==> src/rtl/vc_sel_pkg.sv <==
package vc_sel_pkg;

    localparam int unsigned VC_LIMIT = 4;

    typedef enum logic {
        SEL_IDLE = 1'b0,
        SEL_PEND = 1'b1
    } sel_state_e;

    function automatic int unsigned vc_index_width(input int unsigned n);
        return (n > 1) ? $clog2(n) : 1;
    endfunction

endpackage

==> src/rtl/vc_start_clamp.sv <==
module vc_start_clamp #(
    parameter int unsigned NUM_VC = 4,
    parameter int unsigned VCW    = 2
) (
    input  logic [VCW-1:0] hdr_vc,
    input  logic           inject,
    output logic [VCW-1:0] start_vc
);

    localparam logic [VCW-1:0] TOP_VC = VCW'(NUM_VC - 1);

    logic [VCW-1:0] ranged_vc;

    generate
        if (NUM_VC == (1 << VCW)) begin : g_full_range
            assign ranged_vc = hdr_vc;
        end else begin : g_clamped
            assign ranged_vc = (hdr_vc > TOP_VC) ? TOP_VC : hdr_vc;
        end
    endgenerate

    // injected headers always enter on the lowest layer
    assign start_vc = inject ? '0 : ranged_vc;

endmodule

==> src/rtl/vc_upward_pick.sv <==
module vc_upward_pick #(
    parameter int unsigned NUM_VC = 4,
    parameter int unsigned VCW    = 2
) (
    input  logic [VCW-1:0]    start_vc,
    input  logic [NUM_VC-1:0] vc_busy,
    output logic              found,
    output logic [VCW-1:0]    pick_vc
);

    // lowest free channel at or above the start; scan downward so the
    // last hit wins
    always_comb begin
        found   = 1'b0;
        pick_vc = '0;
        for (int i = NUM_VC - 1; i >= 0; i--) begin
            if ((i >= int'(start_vc)) && !vc_busy[i]) begin
                found   = 1'b1;
                pick_vc = VCW'(i);
            end
        end
    end

endmodule

==> src/rtl/vc_selector.sv <==
module vc_selector
    import vc_sel_pkg::*;
#(
    parameter int unsigned NUM_VC = 4,
    localparam int unsigned VCW   = vc_index_width(NUM_VC)
) (
    input  logic              clk,
    input  logic              rst_n,
    input  logic              hdr_valid,
    input  logic [VCW-1:0]    hdr_vc,
    input  logic              inject,
    input  logic [NUM_VC-1:0] vc_busy,
    input  logic [NUM_VC-1:0] vc_awake,
    output logic              grant_valid,
    output logic [VCW-1:0]    grant_vc,
    output logic [NUM_VC-1:0] wake_req
);

    typedef struct packed {
        sel_state_e        st;
        logic [VCW-1:0]    cur;
        logic              gnt;
        logic [VCW-1:0]    gvc;
        logic [NUM_VC-1:0] wake;
    } sel_regs_t;

    sel_regs_t r_q, r_d;

    logic [VCW-1:0] start_in;
    logic           cand_found;
    logic [VCW-1:0] cand_vc;

    vc_start_clamp #(.NUM_VC(NUM_VC), .VCW(VCW)) u_clamp (
        .hdr_vc   (hdr_vc),
        .inject   (inject),
        .start_vc (start_in)
    );

    vc_upward_pick #(.NUM_VC(NUM_VC), .VCW(VCW)) u_pick (
        .start_vc (r_q.cur),
        .vc_busy  (vc_busy),
        .found    (cand_found),
        .pick_vc  (cand_vc)
    );

    always_comb begin
        r_d      = r_q;
        r_d.gnt  = 1'b0;
        r_d.wake = '0;
        case (r_q.st)
            SEL_IDLE: begin
                if (hdr_valid) begin
                    r_d.st  = SEL_PEND;
                    r_d.cur = start_in;
                end
            end
            SEL_PEND: begin
                if (cand_found) begin
                    if (vc_awake[cand_vc]) begin
                        r_d.gnt = 1'b1;
                        r_d.gvc = cand_vc;
                        r_d.st  = SEL_IDLE;
                    end else begin
                        r_d.wake[cand_vc] = 1'b1;
                    end
                end
            end
            default: r_d.st = SEL_IDLE;
        endcase
    end

    always_ff @(posedge clk) begin
        if (!rst_n) begin
            r_q <= '{st: SEL_IDLE, cur: '0, gnt: 1'b0, gvc: '0, wake: '0};
        end else begin
            r_q <= r_d;
        end
    end

    assign grant_valid = r_q.gnt;
    assign grant_vc    = r_q.gvc;
    assign wake_req    = r_q.wake;

endmodule

==> config.mk <==
export PLATFORM = sky130hd
export DESIGN_NAME = vc_selector
export DESIGN_NICKNAME = d
export VERILOG_FILES = /design/src/rtl/vc_sel_pkg.sv /design/src/rtl/vc_start_clamp.sv /design/src/rtl/vc_upward_pick.sv /design/src/rtl/vc_selector.sv
export SDC_FILE = /design/constraint.sdc
export NUM_CORES = 1
export LEC_CHECK = 0
export ABC_AREA = 1
export BUFFER_PORTS_ARGS = -buffer_cell sky130_fd_sc_hd__buf_2
export CAP_MARGIN = 15
export CORE_AREA = 2 2 39 41
export DETAILED_ROUTE_END_ITERATION = 7
export DIE_AREA = 0 0 41 43
export PLACE_DENSITY = 0.68
export SYNTH_ARGS = -nofsm -noshare
export SYNTH_HDL_FRONTEND = slang
export SYNTH_HIERARCHICAL = 1
export SYNTH_SLANG_ARGS = --single-unit
==> constraint.sdc <==
create_clock -name clk -period 2.3 [get_ports clk]
set_input_delay 0.23 -clock clk [delete_from_list [all_inputs] [get_ports clk]]
set_output_delay 0.23 -clock clk [all_outputs]
set_load 0.01 [all_outputs]
==> results of run 1 <==
## power by group
| group | total [mW] | internal [mW] | leakage (nW) | switching, mW |
|---|---|---|---|---|
| logic | 0.0816 | 0.0319 | 0.265 | 0.0497 |
| clock network | 0.115 | 0.0601 | 0.0138 | 0.0544 |
| registers | 0.187 | 0.182 | 0.0815 | 0.00468 |
## metrics by stage
step                      util, %  std cells  hold slack, ns
final                       44.67        108          0.2256
after detailed placement    43.04        105          0.4571
after global placement      43.04        105          0.4563
after floorplan                 -         75          0.3501
after CTS                   44.67        108          0.2209
after global routing        44.67        108          0.2239
## kinds of logic (layout without fill, tap and decap cells)
logic type | after synthesis | in the layout | share of synthesized area [%]
DFF | 10 | 10 | 38.46
AOI/OAI and AO/OA | 4 | 4 | 4.567
buffers and inverters | 18 | 35 | 17.31
and+or+nand+nor | 43 | 43 | 39.66
## placed cells by master (no fill, tap or decap)
cell      instances
clkbuf_4          3
inv_1            11
o21ai_0           2
nand2_2           4
nor2_2            2
dfxtp_1          10
nand2_4           1
nand2_1          15
nand3_2           1
a21oi_2           1
nand3_1           5
inv_2             1
buf_2            20
a21oi_1           1
nor2_1           10
or2_4             1
nor3_1            4
## layer usage
layer,up-vias,wire length [um]
met1,197,355
met4,0,9
met5,-,0
met3,2,49
li1,259,-
met2,11,422
## state kept, by name, summed over array words and instances, names as in the netlist
| signal | cells |
|---|---|
| wake_req | 4 |
| r_q | 3 |
| grant_valid | 1 |
| grant_vc | 2 |
## worst max-delay path: cells and delay by family, from the launching register on
family          cells  cell delay [ns]
simple gates        8             0.79
flops               1             0.33
compound gates      1             0.27
## layout make-up
type | instances | area [um2]
fillers | 152 | 765.7
inverters | 12 | 45.04
clock buffers | 3 | 22.52
flip-flops and latches | 10 | 200.2
repair buffers | 20 | 100.1
multi-input cells | 47 | 230.2
well taps | 16 | 20.02
## path summary, 6_finish.rpt
| kind | slack, ns | end | from |
|---|---|---|---|
| worst min-delay path | 0.23 | r_q[9] | hdr_valid |
| worst min register to register | 0.46 | grant_vc[1] | grant_vc[1] |
| worst max register to register | 0.81 | grant_vc[0] | r_q[8] |
| worst max-delay path | 0.81 | grant_vc[0] | r_q[8] |
==> flow_summary.json, run 1 <==
{
  "n_antenna_cell": 0,
  "synth_edf_count": 0,
  "clkSlewWorstSetupHoldPaths_ns": 0.06,
  "ys_ff_latch": 10,
  "nets": 108,
  "initial_core_util_pct": 37.61,
  "place.gp.congestion": 0.7121,
  "antenna_left": 0,
  "period_minus_slack_ns": 1.488,
  "hold_class": "input port to flip-flop",
  "grt_pass1_vias": 395,
  "die_h_um": 43,
  "postLayoutCellArea_um2": 618.1,
  "grt.busiest_layer": "met2",
  "via_per_inst": 4.343,
  "arrival_ns": 1.64,
  "drt_iter0_markers": 1,
  "antenna_found_initial": 0,
  "die_x_um": 41,
  "die-area_um2": 1763,
  "port_buffers": 20,
  "synth_top_cells_by_area": "dfxtp_1 (38%), nand2_1 (11%), buf_4 (8.7%)",
  "worst_slack_ns": 0.8124,
  "cellLeakagePower_nw": 0.3601,
  "cpMostUsedCell": "nand2_1",
  "post-synth-top-count-cell": "nand2_1",
  "h-tree-depth": 1,
  "async_reset_ff_share_pct": 0,
  "drv_cap": 0,
  "hold_depth": 3,
  "slew_violations": 0,
  "path_cells": "or2_4, a21oi_2, nand2_1, nand2_1, nand2_2, nand2_2, nand2_4, nand3_1, nand2_1",
  "wirelength_um": 835,
  "clk_path_buf_depth": 2,
  "use_met3_pct": 3.141,
  "wire_per_inst_um": 7.731,
  "grt_pass1_wl_mm": 1.435,
  "slowest_stage": "dfxtp_1",
  "syn_avg_cell_area_um2": 6.940,
  "worstSetupPathType": "flip-flop to flip-flop",
  "insertion_delay_ns": 0.26,
  "track_usage_pct": 11.96,
  "seq_area_frac_synth_pct": 38.46,
  "post-route-drc-count": 0,
  "dr.pass1.iters": 2,
  "use_met2_pct": 18.13,
  "core_area_um2": 1384,
  "grtUsageMet1_pct": 13.87,
  "setup_viol": 0,
  "cts_resized": 0,
  "cts_setup_buffers": 0,
  "drive_above_1_share_pct": 36.96,
  "total_power_uw": 382.9,
  "rsz0062_at_grt": "no",
  "status": "finished clean",
  "synth_top_area_share_pct": 38.46,
  "start_kind": "flip-flop",
  "fin_setup_tns_ns": 0,
  "postSynthCellCount": 75,
  "cts_tree": "built",
  "grt_max_degree": 7,
  "area_delta_synth_final_pct": 18.75,
  "cp-end-kind": "flip-flop",
  "ios": 21,
  "cts_buffers": 3,
  "power_density_nw_per_um2": 619.5,
  "syn-num-nets": 89,
  "rows": 14,
  "synth_cell_types": 16,
  "reg2reg_depth": 9,
  "worst-slew-pin-transition_ns": 0.3584,
  "worstPathMaxFanout": 6,
  "hold_viol": 0,
  "root_buffer": "clkbuf_4",
  "period_share_pct": 64.68,
  "ir_drop_mv": 0.2396,
  "synth_top_cell_by_area": "dfxtp_1",
  "synth_warnings": 6,
  "yosys-top-cells-count": "nand2_1 (15), inv_1 (11), dfxtp_1 (10), nor2_1 (10), buf_4 (6)",
  "syn_area_um2": 520.5,
  "required_ns": 2.45,
  "max_freq_mhz": 672.2,
  "dp_slack_ns": 0.8199,
  "slew_headroom_pct": 76.02,
  "yosys_most_used_dff": "dfxtp_1",
  "vias": 469,
  "dp_hpwl_um": 702.1,
  "post_dp_cell_area_um2": 595.6,
  "overflow": 0,
  "finClkSkew_ns": 0.007107,
  "cts_hold_buf": 0,
  "cts_sinks": 10,
  "critPathMaxStageDelay_ns": 0.33
}
(Power assumes the default switching activity.)
==> run 2, diff against run 1 <==
==> constraint.sdc (replaced) <==
create_clock -name clk -period 1.42 [get_ports clk]
set_input_delay 0.142 -clock clk [delete_from_list [all_inputs] [get_ports clk]]
set_output_delay 0.142 -clock clk [all_outputs]
set_load 0.01 [all_outputs]
==> run 2 against run 1 <==
  * Global-route usage rose by 1.0 points
  * Cell count increased by 3.7%
  * Sequential share of layout area shrank 3.9 points
  * Clock skew is 0.0048 ns lower
  * Critical endpoint is now grant_vc[1]
  * Critical path depth is the same
  * Register-to-register slack got worse by 0.77 ns
  * Largest cell class unchanged
  * Setup slack worse by 0.77 ns
  * Utilization grew 6.7 points
  * Worst hold slack got worse by 0.091 ns
  * Final area rose by 15%
  * Sequential cell count did not move
  * Combinational power increased by 120%
==> flow_summary.json, run 2 (same netlist as run 1, synthesis figures left out) <==
{
  "via_per_inst": 4.429,
  "start_kind": "flip-flop",
  "drv_cap": 0,
  "hold_start": "hdr_valid",
  "cp-end-kind": "flip-flop",
  "cts_tree": "built",
  "p_int_uw": 469.2,
  "cts_sinks": 10,
  "h-tree-depth": 1,
  "overflow": 0,
  "dpl.cell_count": 107,
  "cts_buffers": 3,
  "hold_viol": 0,
  "worstSetupPathType": "flip-flop to flip-flop",
  "power_density_nw_per_um2": 933.8,
  "post-route-drc-count": 0,
  "n_antenna_cell": 0,
  "p_comb_share_pct": 27.1,
  "clkSlewWorstSetupHoldPaths_ns": 0.06,
  "period_share_pct": 96.92,
  "setup_viol": 0,
  "slew_violations": 0,
  "port_buffers": 20,
  "wire_per_inst_um": 8.696,
  "initial_core_util_pct": 37.61,
  "antenna_left": 0,
  "insertion_delay_ns": 0.25,
  "clock_power_share_pct": 27.0,
  "ir_drop_mv": 0.4678,
  "grt_pass1_wl_mm": 1.580,
  "worst-slew-pin-transition_ns": 0.2153,
  "finClkSkew_ns": 0.002314,
  "clk_path_buf_depth": 2,
  "max_freq_mhz": 726.6,
  "core_area_um2": 1384,
  "drive_above_1_share_pct": 53.13,
  "status": "finished clean",
  "critPathMaxStageDelay_ns": 0.33,
  "required_ns": 1.57,
  "cts_hold_buf": 0,
  "place.gp.congestion": 0.6981,
  "seq_power_share_pct": 45.9,
  "ios": 21,
  "dp_slack_ns": -0.004132,
  "slowest_stage": "dfxtp_2",
  "hold_class": "input port to flip-flop",
  "wirelength_um": 974,
  "largest_reg_flops": 4,
  "worstPathMaxFanout": 4,
  "dr.pass1.iters": 4,
  "total_power_uw": 663.7,
  "path_cells": "or2_4, a21oi_4, nand2_1, nand2_1, nand2_2, nand2_4, nand2_4, nand3_1, nand2_1",
  "final_cell_mix": "buf_2 (20), inv_1 (11), nand2_1 (10), nor2_1 (9)",
  "layout.cells.non_filler": 112,
  "die_x_um": 41,
  "hold_depth": 3,
  "area_delta_synth_final_pct": 36.54,
  "dp_hpwl_um": 748.5,
  "cpMostUsedCell": "nand2_1",
  "final_common_cell": "buf_2",
  "period_minus_slack_ns": 1.376,
  "fin_setup_tns_ns": 0,
  "worst_slack_ns": 0.04375,
  "arrival_ns": 1.53,
  "slew_headroom_pct": 85.65,
  "switching_power_uw": 194.4,
  "rsz0062_at_grt": "yes",
  "drt_iter0_markers": 2,
  "cp_top_family": "simple AND/OR/NAND/NOR gates",
  "whs_endpoint": "r_q[9]",
  "reg2reg_setup_slack_ns": 0.04,
  "die-area_um2": 1763,
  "nets": 112,
  "fin_util_pct": 51.36,
  "grt_pass1_vias": 440,
  "path_buf_inv": 0,
  "rows": 14,
  "cellLeakagePower_nw": 0.3901,
  "root_buffer": "clkbuf_4",
  "r2r-end": "grant_vc[1]",
  "reg2reg_depth": 9,
  "grt_max_degree": 7,
  "track_usage_pct": 12.96,
  "r2r-start": "r_q[8]",
  "antenna_found_initial": 0,
  "vias": 496,
  "die_h_um": 43,
  "p_sw_share_pct": 29.30
}
-- run 2: cell types whose count changed in the layout (fill, tap and decap cells not counted), moves of 2 or more --
cell,previous run,this run
nand2_1,15,10
buf_4,0,4
nand2_2,4,8
nor3_1,4,0
nor3_2,0,4
dfxtp_1,10,8
dfxtp_2,0,2
-- run 2: worst max path at each step --
| stage | start | endpoint | depth (start not counted) |
|---|---|---|---|
| CTS | r_q[8] | grant_vc[0] | 9 |
| global placement | r_q[8] | grant_vc[0] | 9 |
| finish | r_q[8] | grant_vc[1] | 9 |
| global route | r_q[8] | grant_vc[0] | 10 |
| floorplan | r_q[8] | grant_vc[0] | 9 |
| detailed placement | r_q[8] | grant_vc[0] | 9 |
-- run 2: worst min-delay path: cells and delay by family --
| kind | cells | cell delay (ns) |
|---|---|---|
| buf+inv | 1 | 0.09 |
| simple gates | 2 | 0.12 |
-- run 2: stage by stage --
step                      hold WS [ns]  area [um2]
final                           0.1346       710.7
after global routing            0.1341       710.7
after CTS                       0.1279       640.6
after detailed placement        0.3983       610.6
after global placement          0.3936       610.6
after floorplan                 0.2621       520.5
-- run 2: layer usage --
| layer | vias to the layer above | share of wire [%] | track usage [%] |
|---|---|---|---|
| met5 | - | 0 | 0 |
| met4 | 0 | 0 | 2.000 |
| met3 | 0 | 4.7 | 7.853 |
| met2 | 11 | 55 | 20.94 |
| met1 | 219 | 40 | 14.19 |
| li1 | 266 | - | - |
-- run 2: what timing repair did --
action,in CTS,in global routing
hold endpoints to repair,0,0
pin swaps,0,8
setup buffers,0,2
endpoints found under the setup margin,2,8
gates resized for setup,1,15
-- run 2: area by class of cell --
class / instances / area (um2)
multi-input combinational: 47 / 290.3
clock buffer: 3 / 22.52
timing repair buffer: 24 / 130.1
inverter: 12 / 45.04
fill: 149 / 673.1
sequential: 10 / 202.7
tap: 16 / 20.02
-- run 2: power by group through the flow --
| stage | Sequential (mW) | Clock, mW | Combinational, mW |
|---|---|---|---|
| finish | 0.305 | 0.179 | 0.180 |
| global route | 0.307 | 0.199 | 0.200 |
| CTS | 0.303 | 0.192 | 0.147 |
| detailed placement | 0.309 | 0 | 0.142 |
| global placement | 0.309 | 0 | 0.139 |
| floorplan | 0.308 | 0 | 0.101 |
